==> src/rtl/tdr_pkg.sv <==
package tdr_pkg;
  localparam int WORD_W     = 32;
  localparam int LEN_W      = 11;
  localparam int BIT_LAST   = 15;
  localparam int BIT_NOCRC  = 16;
  localparam int BIT_EXH    = 27;
  localparam int BIT_UR     = 28;
  localparam int BIT_WRAP   = 30;
  localparam int BIT_OWNED  = 31;

  typedef enum logic [3:0] {
    S_IDLE, S_CREQ, S_CWAIT, S_AREQ, S_AWAIT,
    S_DREQ, S_DWAIT, S_EMIT, S_WB, S_ABORT, S_EWB
  } tdr_state_e;
endpackage

==> src/rtl/tdr_ring_ptr.sv <==
module tdr_ring_ptr #(
  parameter int AW    = 32,
  parameter int IDX_W = 8
) (
  input  logic          clk,
  input  logic          rst_n,
  input  logic          clr,
  input  logic          adv,
  input  logic          wrap,
  input  logic [AW-1:0] ring_base,
  output logic [AW-1:0] desc_addr
);
  localparam int PAD = AW - IDX_W - 3;

  logic [IDX_W-1:0] idx;

  always_ff @(posedge clk) begin
    if (!rst_n)   idx <= '0;
    else if (clr) idx <= '0;
    else if (adv) idx <= wrap ? '0 : idx + 1'b1;
  end

  assign desc_addr = ring_base + {{PAD{1'b0}}, idx, 3'b000};
endmodule

==> src/rtl/tdr_underrun_timer.sv <==
module tdr_underrun_timer #(
  parameter int LIMIT = 8
) (
  input  logic clk,
  input  logic rst_n,
  input  logic waiting,
  input  logic sink_ready,
  output logic expired
);
  localparam int CW = $clog2(LIMIT + 1);

  logic [CW-1:0] cnt;

  always_ff @(posedge clk) begin
    if (!rst_n || !waiting) begin
      cnt     <= '0;
      expired <= 1'b0;
    end else if (!expired) begin
      if (!sink_ready) begin
        cnt <= '0;
      end else if (cnt == CW'(LIMIT - 1)) begin
        expired <= 1'b1;
      end else begin
        cnt <= cnt + 1'b1;
      end
    end
  end
endmodule

==> src/rtl/tdr_lane_pick.sv <==
module tdr_lane_pick #(
  parameter int DW = 32
) (
  input  logic [DW-1:0]              word,
  input  logic [$clog2(DW/8)-1:0]    lane,
  output logic [7:0]                 byte_o
);
  localparam int LANES = DW / 8;

  always_comb begin
    byte_o = '0;
    for (int i = 0; i < LANES; i++) begin
      if (lane == i[$clog2(DW/8)-1:0]) byte_o = word[i*8 +: 8];
    end
  end
endmodule

==> src/rtl/tdr_txq_reader.sv <==
module tdr_txq_reader
  import tdr_pkg::*;
#(
  parameter int AW       = 32,
  parameter int IDX_W    = 8,
  parameter int UR_LIMIT = 8
) (
  input  logic              clk,
  input  logic              rst_n,
  input  logic              tx_en,
  input  logic              start,
  input  logic              halt_req,
  input  logic [AW-1:0]     ring_base,
  output logic              rd_valid,
  input  logic              rd_ready,
  output logic [AW-1:0]     rd_addr,
  input  logic              rsp_valid,
  input  logic [WORD_W-1:0] rsp_data,
  output logic              tx_valid,
  input  logic              tx_ready,
  output logic [7:0]        tx_data,
  output logic              tx_sof,
  output logic              tx_eof,
  output logic              tx_nocrc,
  output logic              tx_abort,
  output logic              wb_valid,
  input  logic              wb_ready,
  output logic [AW-1:0]     wb_addr,
  output logic [WORD_W-1:0] wb_data,
  output logic              tx_go
);
  localparam int LANE_W = $clog2(WORD_W / 8);
  localparam logic [WORD_W-1:0] OWN_M = WORD_W'(1) << BIT_OWNED;
  localparam logic [WORD_W-1:0] UR_M  = WORD_W'(1) << BIT_UR;
  localparam logic [WORD_W-1:0] EXH_M = WORD_W'(1) << BIT_EXH;

  tdr_state_e        state;
  logic [WORD_W-1:0] ctrl_q, first_ctrl, word_q;
  logic [AW-1:0]     first_addr, buf_ptr, desc_addr;
  logic [LEN_W-1:0]  remain;
  logic              in_frame, sof_pend, halt_pend, err_ur;
  logic              ur_exp, ptr_clr, ptr_adv, creq_live, last_byte;
  logic [7:0]        lane_byte;

  // ring index and descriptor address
  assign ptr_clr = !tx_en || (state == S_EWB && wb_ready);
  assign ptr_adv = tx_en && state == S_WB && wb_ready;

  tdr_ring_ptr #(.AW(AW), .IDX_W(IDX_W)) u_ptr (
    .clk(clk), .rst_n(rst_n), .clr(ptr_clr), .adv(ptr_adv),
    .wrap(ctrl_q[BIT_WRAP]), .ring_base(ring_base), .desc_addr(desc_addr)
  );

  tdr_underrun_timer #(.LIMIT(UR_LIMIT)) u_ur (
    .clk(clk), .rst_n(rst_n),
    .waiting(state == S_DREQ || state == S_DWAIT),
    .sink_ready(tx_ready), .expired(ur_exp)
  );

  tdr_lane_pick #(.DW(WORD_W)) u_lane (
    .word(word_q), .lane(buf_ptr[LANE_W-1:0]), .byte_o(lane_byte)
  );

  // request and stream outputs
  assign creq_live = state == S_CREQ && !(halt_pend && !in_frame);
  assign last_byte = remain == LEN_W'(1);

  always_comb begin
    rd_valid = creq_live || state == S_AREQ || (state == S_DREQ && !ur_exp);
    case (state)
      S_AREQ:  rd_addr = desc_addr;
      S_DREQ:  rd_addr = {buf_ptr[AW-1:LANE_W], {LANE_W{1'b0}}};
      default: rd_addr = desc_addr + AW'(4);
    endcase
  end

  assign tx_valid = state == S_EMIT || state == S_ABORT;
  assign tx_data  = state == S_EMIT ? lane_byte : 8'h00;
  assign tx_sof   = tx_valid && sof_pend;
  assign tx_abort = state == S_ABORT;
  assign tx_eof   = tx_abort || (state == S_EMIT && last_byte && ctrl_q[BIT_LAST]);
  assign tx_nocrc = tx_valid && first_ctrl[BIT_NOCRC];

  assign wb_valid = state == S_WB || state == S_EWB;
  assign wb_addr  = (state == S_EWB ? first_addr : desc_addr) + AW'(4);
  assign wb_data  = state == S_EWB ? (first_ctrl | OWN_M | (err_ur ? UR_M : EXH_M))
                                   : (ctrl_q | OWN_M);
  assign tx_go    = state != S_IDLE;

  // sequencer
  always_ff @(posedge clk) begin
    if (!rst_n || !tx_en) begin
      state      <= S_IDLE;
      in_frame   <= 1'b0;
      sof_pend   <= 1'b0;
      halt_pend  <= 1'b0;
      err_ur     <= 1'b0;
      ctrl_q     <= '0;
      first_ctrl <= '0;
      first_addr <= '0;
      buf_ptr    <= '0;
      remain     <= '0;
      word_q     <= '0;
    end else begin
      if (halt_req && state != S_IDLE) halt_pend <= 1'b1;
      case (state)
        S_IDLE: begin
          in_frame  <= 1'b0;
          halt_pend <= 1'b0;
          if (start) state <= S_CREQ;
        end
        S_CREQ: begin
          if (halt_pend && !in_frame) state <= S_IDLE;
          else if (rd_ready)          state <= S_CWAIT;
        end
        S_CWAIT: if (rsp_valid) begin
          if (rsp_data[BIT_OWNED]) begin
            err_ur <= 1'b0;
            state  <= in_frame ? S_ABORT : S_IDLE;
          end else begin
            ctrl_q <= rsp_data;
            if (!in_frame) begin
              first_ctrl <= rsp_data;
              first_addr <= desc_addr;
              sof_pend   <= 1'b1;
            end
            state <= S_AREQ;
          end
        end
        S_AREQ: if (rd_ready) state <= S_AWAIT;
        S_AWAIT: if (rsp_valid) begin
          buf_ptr <= AW'(rsp_data);
          remain  <= ctrl_q[LEN_W-1:0];
          state   <= ctrl_q[LEN_W-1:0] == '0 ? S_WB : S_DREQ;
        end
        S_DREQ: begin
          if (ur_exp) begin
            err_ur <= 1'b1;
            state  <= S_ABORT;
          end else if (rd_ready) begin
            state <= S_DWAIT;
          end
        end
        S_DWAIT: if (rsp_valid) begin
          if (ur_exp) begin
            err_ur <= 1'b1;
            state  <= S_ABORT;
          end else begin
            word_q <= rsp_data;
            state  <= S_EMIT;
          end
        end
        S_EMIT: if (tx_ready) begin
          sof_pend <= 1'b0;
          buf_ptr  <= buf_ptr + AW'(1);
          remain   <= remain - 1'b1;
          if (last_byte)                        state <= S_WB;
          else if (&buf_ptr[LANE_W-1:0])        state <= S_DREQ;
        end
        S_WB: if (wb_ready) begin
          in_frame <= !ctrl_q[BIT_LAST];
          state    <= S_CREQ;
        end
        S_ABORT: if (tx_ready) begin
          sof_pend <= 1'b0;
          state    <= S_EWB;
        end
        S_EWB: if (wb_ready) state <= S_IDLE;
        default: state <= S_IDLE;
      endcase
    end
  end
endmodule

==> config.mk <==
export PLATFORM = sky130hd
export DESIGN_NAME = tdr_txq_reader
export DESIGN_NICKNAME = d
export VERILOG_FILES = /design/src/rtl/tdr_pkg.sv /design/src/rtl/tdr_ring_ptr.sv /design/src/rtl/tdr_underrun_timer.sv /design/src/rtl/tdr_lane_pick.sv /design/src/rtl/tdr_txq_reader.sv
export SDC_FILE = /design/constraint.sdc
export NUM_CORES = 1
export LEC_CHECK = 0
export BUFFER_PORTS_ARGS = -buffer_cell sky130_fd_sc_hd__buf_2
export CAP_MARGIN = 10
export CORE_MARGIN = 8
export CORE_UTILIZATION = 45
export CTS_CLUSTER_SIZE = 12
export DETAILED_ROUTE_END_ITERATION = 16
export GPL_TIMING_DRIVEN = 1
export PLACE_DENSITY = 0.66
export SLEW_MARGIN = 30
export SYNTH_ARGS = -nofsm -noshare
export SYNTH_HDL_FRONTEND = slang
export SYNTH_HIERARCHICAL = 1
export SYNTH_SLANG_ARGS = --single-unit
==> constraint.sdc <==
create_clock -name clk -period 7.6 [get_ports clk]
set_clock_uncertainty 0.2 [all_clocks]
set_input_delay 0.38 -clock clk [delete_from_list [all_inputs] [get_ports clk]]
set_output_delay 0.38 -clock clk [all_outputs]
set_load 0.005 [all_outputs]
**After elaboration in Yosys (flattened, before gate mapping)**

Index checks and enable logic that the tools add are counted.

- Word-level logic and storage cells: 159
- Output and inout bits: 112
- Input port bits: 73
- Flip-flop bits (word level): 190

- Bitwise gates (word level): 5
- Equality and inequality tests: 32
- Reductions and logical operators: 48
- Add/subtract/negate cells: 7
- Mux-type cells: 53

Operators by type and width:

| kind | count |
|---|---|
| 32-bit 2-to-1 mux | 4 |
| 32-bit one-hot mux with 2 select lines | 2 |
| 4-bit 2-to-1 mux | 21 |
| 32-bit by 3-bit adder with 32-bit output (second input constant) | 2 |
| 8-bit 2-to-1 mux | 6 |
| 4-bit one-hot mux with 11 select lines | 1 |
| 32-bit by 1-bit adder with 32-bit output (second input constant) | 1 |
| 32-bit by 11-bit adder with 32-bit output | 1 |
| 32-bit by 29-bit OR with 32-bit output | 1 |
| 29-bit 2-to-1 mux | 1 |
| 2-bit inequality test (second input constant) | 13 |
| 11-bit 2-to-1 mux | 2 |
| 11-bit one-hot mux with 2 select lines | 1 |
| 4-bit by 3-bit == test with 1-bit output (second input constant) | 5 |
| 4-bit == test (second input constant) | 3 |
| 1-bit 2-to-1 mux | 12 |
| 12-bit AND reduction | 1 |
| 11-bit by 1-bit == test with 1-bit output (second input constant) | 1 |
| 1-bit logical AND | 11 |
| 11-bit zero test | 1 |
| 11-bit by 1-bit subtractor with 11-bit output (second input constant) | 1 |
| 1-bit logical OR | 9 |
| 3-bit by 2-bit inequality test with 1-bit output (second input constant) | 3 |
| 3-bit AND reduction | 3 |
| 20 further kinds | 39 |

**Longest topological paths before layout**

- Word-level depth: 6
- Mapped depth: 15
- Gate-level depth less buffers: 13

**Hierarchy**

Netlist, hierarchy kept.

Modules (own cells, without submodules):

| module | cells each | sequential area each (um^2) | instances | area an instance (um^2) |
|---|---|---|---|---|
| tdr_txq_reader | 1543 | 3543.4 | 1 | 10543.9 |
| tdr_ring_ptr | 147 | 160.2 | 1 | 1136.1 |
| tdr_underrun_timer | 27 | 100.1 | 1 | 234.0 |
| tdr_lane_pick | 10 | 0.0 | 1 | 196.4 |

**Worst setup path after synthesis**

Ideal clock, no wire load.

- Kind: input port to output port
- From: input ring_base[3]
- To: output rd_addr[31]
- Stages on the path: 14
- Data required time: 7020 ps
- Arrival time: 3717 ps
- Slack: 3303 ps
- Buffers on the path: 1
- Path through: ha_1 -> fa_1 -> a21o_1 -> a31o_2 -> o22ai_1 -> buf_2 -> nor2_1 -> xor2_1 -> nand3_4 -> or4_4 -> or4_4 -> nor3_2 -> a21oi_1 -> o21ai_1

- Longest elaborated chain between the ends: 3

Ends and longest elaborated chain:

| element | line | text |
|---|---|---|
| start, declared | tdr_txq_reader.sv:13 | `input logic [AW-1:0] ring_base,` |
| 32-bit by 11-bit adder with 32-bit output | tdr_ring_ptr.sv:23 | `assign desc_addr = ring_base + {{PAD{1'b0}}, idx, 3'b000};` |
| via desc_addr[17] | tdr_txq_reader.sv:39 | `logic [AW-1:0] first_addr, buf_ptr, desc_addr;` |
| 32-bit by 3-bit adder with 32-bit output | tdr_txq_reader.sv:73 | `default: rd_addr = desc_addr + AW'(4);` |
| 32-bit one-hot mux with 2 select lines | tdr_txq_reader.sv:70 | `case (state)` |
| end, declared | tdr_txq_reader.sv:16 | `output logic [AW-1:0] rd_addr,` |

The timed path passes the listed nets, and every way through them passes these cells.

**Worst setup path in the final report**

- From: register u_ptr.idx[0]
- To: output rd_addr[26]

- Longest elaborated chain between the ends: 3

Ends and longest elaborated chain:

| element | line | text |
|---|---|---|
| start, declared | tdr_ring_ptr.sv:15 | `logic [IDX_W-1:0] idx;` |
| start signal, assigned | tdr_ring_ptr.sv:20 | `else if (adv) idx <= wrap ? '0 : idx + 1'b1;` |
| 32-bit by 11-bit adder with 32-bit output | tdr_ring_ptr.sv:23 |  |
| via desc_addr[13] | tdr_txq_reader.sv:39 |  |
| 32-bit by 3-bit adder with 32-bit output | tdr_txq_reader.sv:73 |  |
| 32-bit one-hot mux with 2 select lines | tdr_txq_reader.sv:70 |  |

The timed path passes the listed nets, and every way through them passes these cells.

==> flow_metrics.tcl <==
set metrics [dict create \
    fmax_mhz 165.5 \
    routed-wl-met3_um 3082 \
    drtAntennaViolNets 0 \
    syn_inst 1727 \
    outcome "finished clean" \
    rows 60 \
    antenna_cells 0 \
    floorplan.initialDensity_pct 45.31 \
    cts_tree "built" \
    clk_pin_slew_ns 0.08 \
    port-buffer-count 183 \
    antenna_found_initial 1 \
    wire_per_inst_um 20.17 \
    h-tree-depth 4 \
    slew_headroom_pct 30.05 \
    yosysWarnings 6 \
    synth_seq_area_share_pct 31.41 \
    syn_area_sq_um 12110 \
    die_w_um 180.1 \
    path_class "reg -> out" \
    power_leakage_nw 4.983 \
    dr.max_layer_used "met5" \
    wl_met1_um 18890 \
    period_needed_ns 6.044 \
    yosysTopAreaCell "dfxtp_1" \
    cts_buffer_depth 2 \
    rr_worst_depth 9 \
    r2r_end "first_addr[25]$_SDFFE_PP0P_" \
    grt_max_degree 82 \
    power_density_nw_per_um2 169.7 \
    vias_per_cell 6.058 \
    drv_slew 0 \
    die-area_sq_um 32420 \
    rrSetupSlack_ns 3.89 \
    final_common_cell "nand2_1" \
    tns_ns 0 \
    clock_latency_ns 0.45 \
    instances_no_fill 2166 \
    critPathMaxFanout 11 \
    crit_start "u_ptr/idx[0]$_SDFFE_PP0P_" \
    cts_sinks 190 \
    final_hold_viol_count 0 \
    worstMarginPinSlew_ns 1.049 \
    synth_top_area_share_pct 31.41 \
    place_inst 2132 \
    grt_pass1_vias 12367 \
    fin_total_pwr_mw 2.329 \
    arrival_ns 5.46 \
    ios 185 \
    synth.avg_cell_area_sq_um 7.012 \
    maxCapViolations 0 \
    rr_startpoint "u_ptr/idx[0]$_SDFFE_PP0P_" \
    dp_hpwl_um 30610 \
    finalSetupViolations 0 \
    rsz0062_at_grt "false" \
    final_cell_area_sq_um 13720 \
    cts_root_buffer "clkbuf_16" \
    fillers 2659 \
    vdd_drop_max_uv 157.2 \
    synth_edf_count 0 \
    post_route_cells_drive_above_1_share_pct 15.56 \
    yosysUniqueCellTypes 88 \
    first_pass_iters 7 \
    dpl_cell_area_sq_um 13060 \
    syn_nets 1816 \
    crit_required_ns 7.02 \
    period_share_pct 79.52 \
    fp.dieH_um 180.1 \
    crit_chain "ha_1 > fa_1 > a21o_1 > a31o_2 > o22ai_1 > nor2_1 > xor2_1 > nand4_1 > or4_4 > nor3_1 > nand3_1 > o311ai_1 > buf_2" \
    synth_area_leaders "dfxtp_1 31%, nand2_1 14%, a21oi_1 8.1%, o21ai_0 3.4%, nor2_1 3.1%" \
    crit_end "rd_addr[26]" \
    wl_um 43680 \
    critPathCaptureType "primary output" \
    num_vias 13122 \
    timing.final.ws_setup_ns 1.556 \
    place_congestion 0.9590 \
    hold_path.class "in -> reg" \
    cts_buffers 17 \
    grt_usage_pct 26.04 \
    grt-ovfl-total 0 \
    fin_nets 1901 \
    dr_wl_met2_um 20300 \
    slowest_stage "o22ai_1" \
    max_stage_delay_ns 0.81 \
    synthToLayoutAreaGrowth_pct 13.33 \
    synthArstFlopShare_pct 0 \
    ys_seq_elements 190 \
    post-place-ws_ns 2.122 \
    most-common-layout-cells "466 x nand2_1, 197 x a21oi_1, 190 x dfxtp_1" \
    drt_iter0_drc 1377 \
    ys.flop_type "dfxtp_1" \
    grt_first_pass_wirelength_um 69530 \
    coreArea_sq_um 26730 \
    drc_errors 0 \
    start_kind "flop" \
]
per-stage QoR:
stage / utilization (%) / hold WS [ns]
2_1_floorplan: - / 0.2331
3_3_place_gp: 48.85 / 0.2391
3_5_place_dp: 48.85 / 0.2464
4_1_cts: 51.35 / 0.004314
5_1_grt: 51.35 / 0.01152
6_report: 51.35 / 0.02105
critical path: cells and delay by family, from the launching register on:
family                   cells  cell delay [ns]
flip-flops                   1             0.36
buffers and inverters        1             0.21
adder cells (fa/ha/maj)      2             0.62
AND/OR/NAND/NOR              5             1.64
AO/OA/AOI/OAI                4             1.61
XOR/XNOR                     1             0.59
final cells by class:
cell class / count / area [sq um] / area share [%]
tap: 341 / 426.7 / 3.109
sequential: 190 / 3804 / 27.71
clock inverter: 15 / 222.7 / 1.623
multi-input combinational: 1373 / 7681 / 55.97
inverter: 29 / 108.9 / 0.7931
clock buffer: 17 / 425.4 / 3.100
timing repair buffer: 201 / 1056 / 7.694
metal layers:
layer | global-route usage [%] | up-vias
li1 | - | 6224
met1 | 33.85 | 6239
met2 | 42.93 | 574
met3 | 4.435 | 83
met4 | 9.358 | 2
met5 | 0 | -
power by group:
group	internal (mW)	switching, mW
Clock	0.492	0.497
Sequential	1.00	0.0257
Combinational	0.107	0.203
sequential cells by signal, indices dropped and copies added (netlist names):
name / count
u_ptr/idx: 8
first_ctrl: 31
err_ur: 1
first_addr: 32
in_frame: 1
sof_pend: 1
u_ur/expired: 1
u_ur/cnt: 4
halt_pend: 1
ctrl_q: 31
buf_ptr: 32
state: 4
word_q: 32
remain: 11
kinds of logic after synthesis:
logic type | count (synthesis) | share of synthesized area, %
AO/OA/AOI/OAI | 430 | 21.69
XOR/XNOR | 65 | 4.701
adder cells (fa/ha/maj) | 16 | 1.715
buffers and inverters | 164 | 5.786
flip-flops | 190 | 31.41
multiplexers | 28 | 3.141
other | 1 | 0.03097
AND/OR/NAND/NOR | 833 | 31.53
synthesized netlist by cell type, types with 15 or more instances:
library cell and count:
ha_1 15, nor3_1 48, xor2_1 36, xnor2_1 29, and2_1 16, inv_1 29, o21ai_0 82, a21oi_1 197
nand4_1 26, a22oi_1 16, dfxtp_1 190, nor2_1 99, nand3_1 61, a31oi_1 16, buf_2 40, a211oi_1 17
clkbuf_1 80, nor4_1 23, nand2_1 467, mux2i_1 20
worst min-delay path by stage:
stage	cells past startpoint	start	slack, ns	to
after floorplan	2	word_q[16]$_SDFFE_PP0P_	0.23	word_q[16]$_SDFFE_PP0P_
after global placement	2	word_q[13]$_SDFFE_PP0P_	0.24	word_q[13]$_SDFFE_PP0P_
after detailed placement	2	first_ctrl[28]$_SDFFE_PP0P_	0.25	first_ctrl[28]$_SDFFE_PP0P_
after CTS	3	rsp_data[0]	0.004	ctrl_q[0]$_SDFFE_PP0P_
after global routing	3	rsp_data[0]	0.01	word_q[0]$_SDFFE_PP0P_
final	3	rsp_data[0]	0.02	ctrl_q[0]$_SDFFE_PP0P_
what timing repair did:
item                                    in CTS  in global routing
hold buffers                                 2                  0
resized for setup                            0                  0
setup buffers                                0                  0
endpoints found under the setup margin       0                  0
hold endpoints to repair                     2                  0
(Power assumes the default switching activity.)
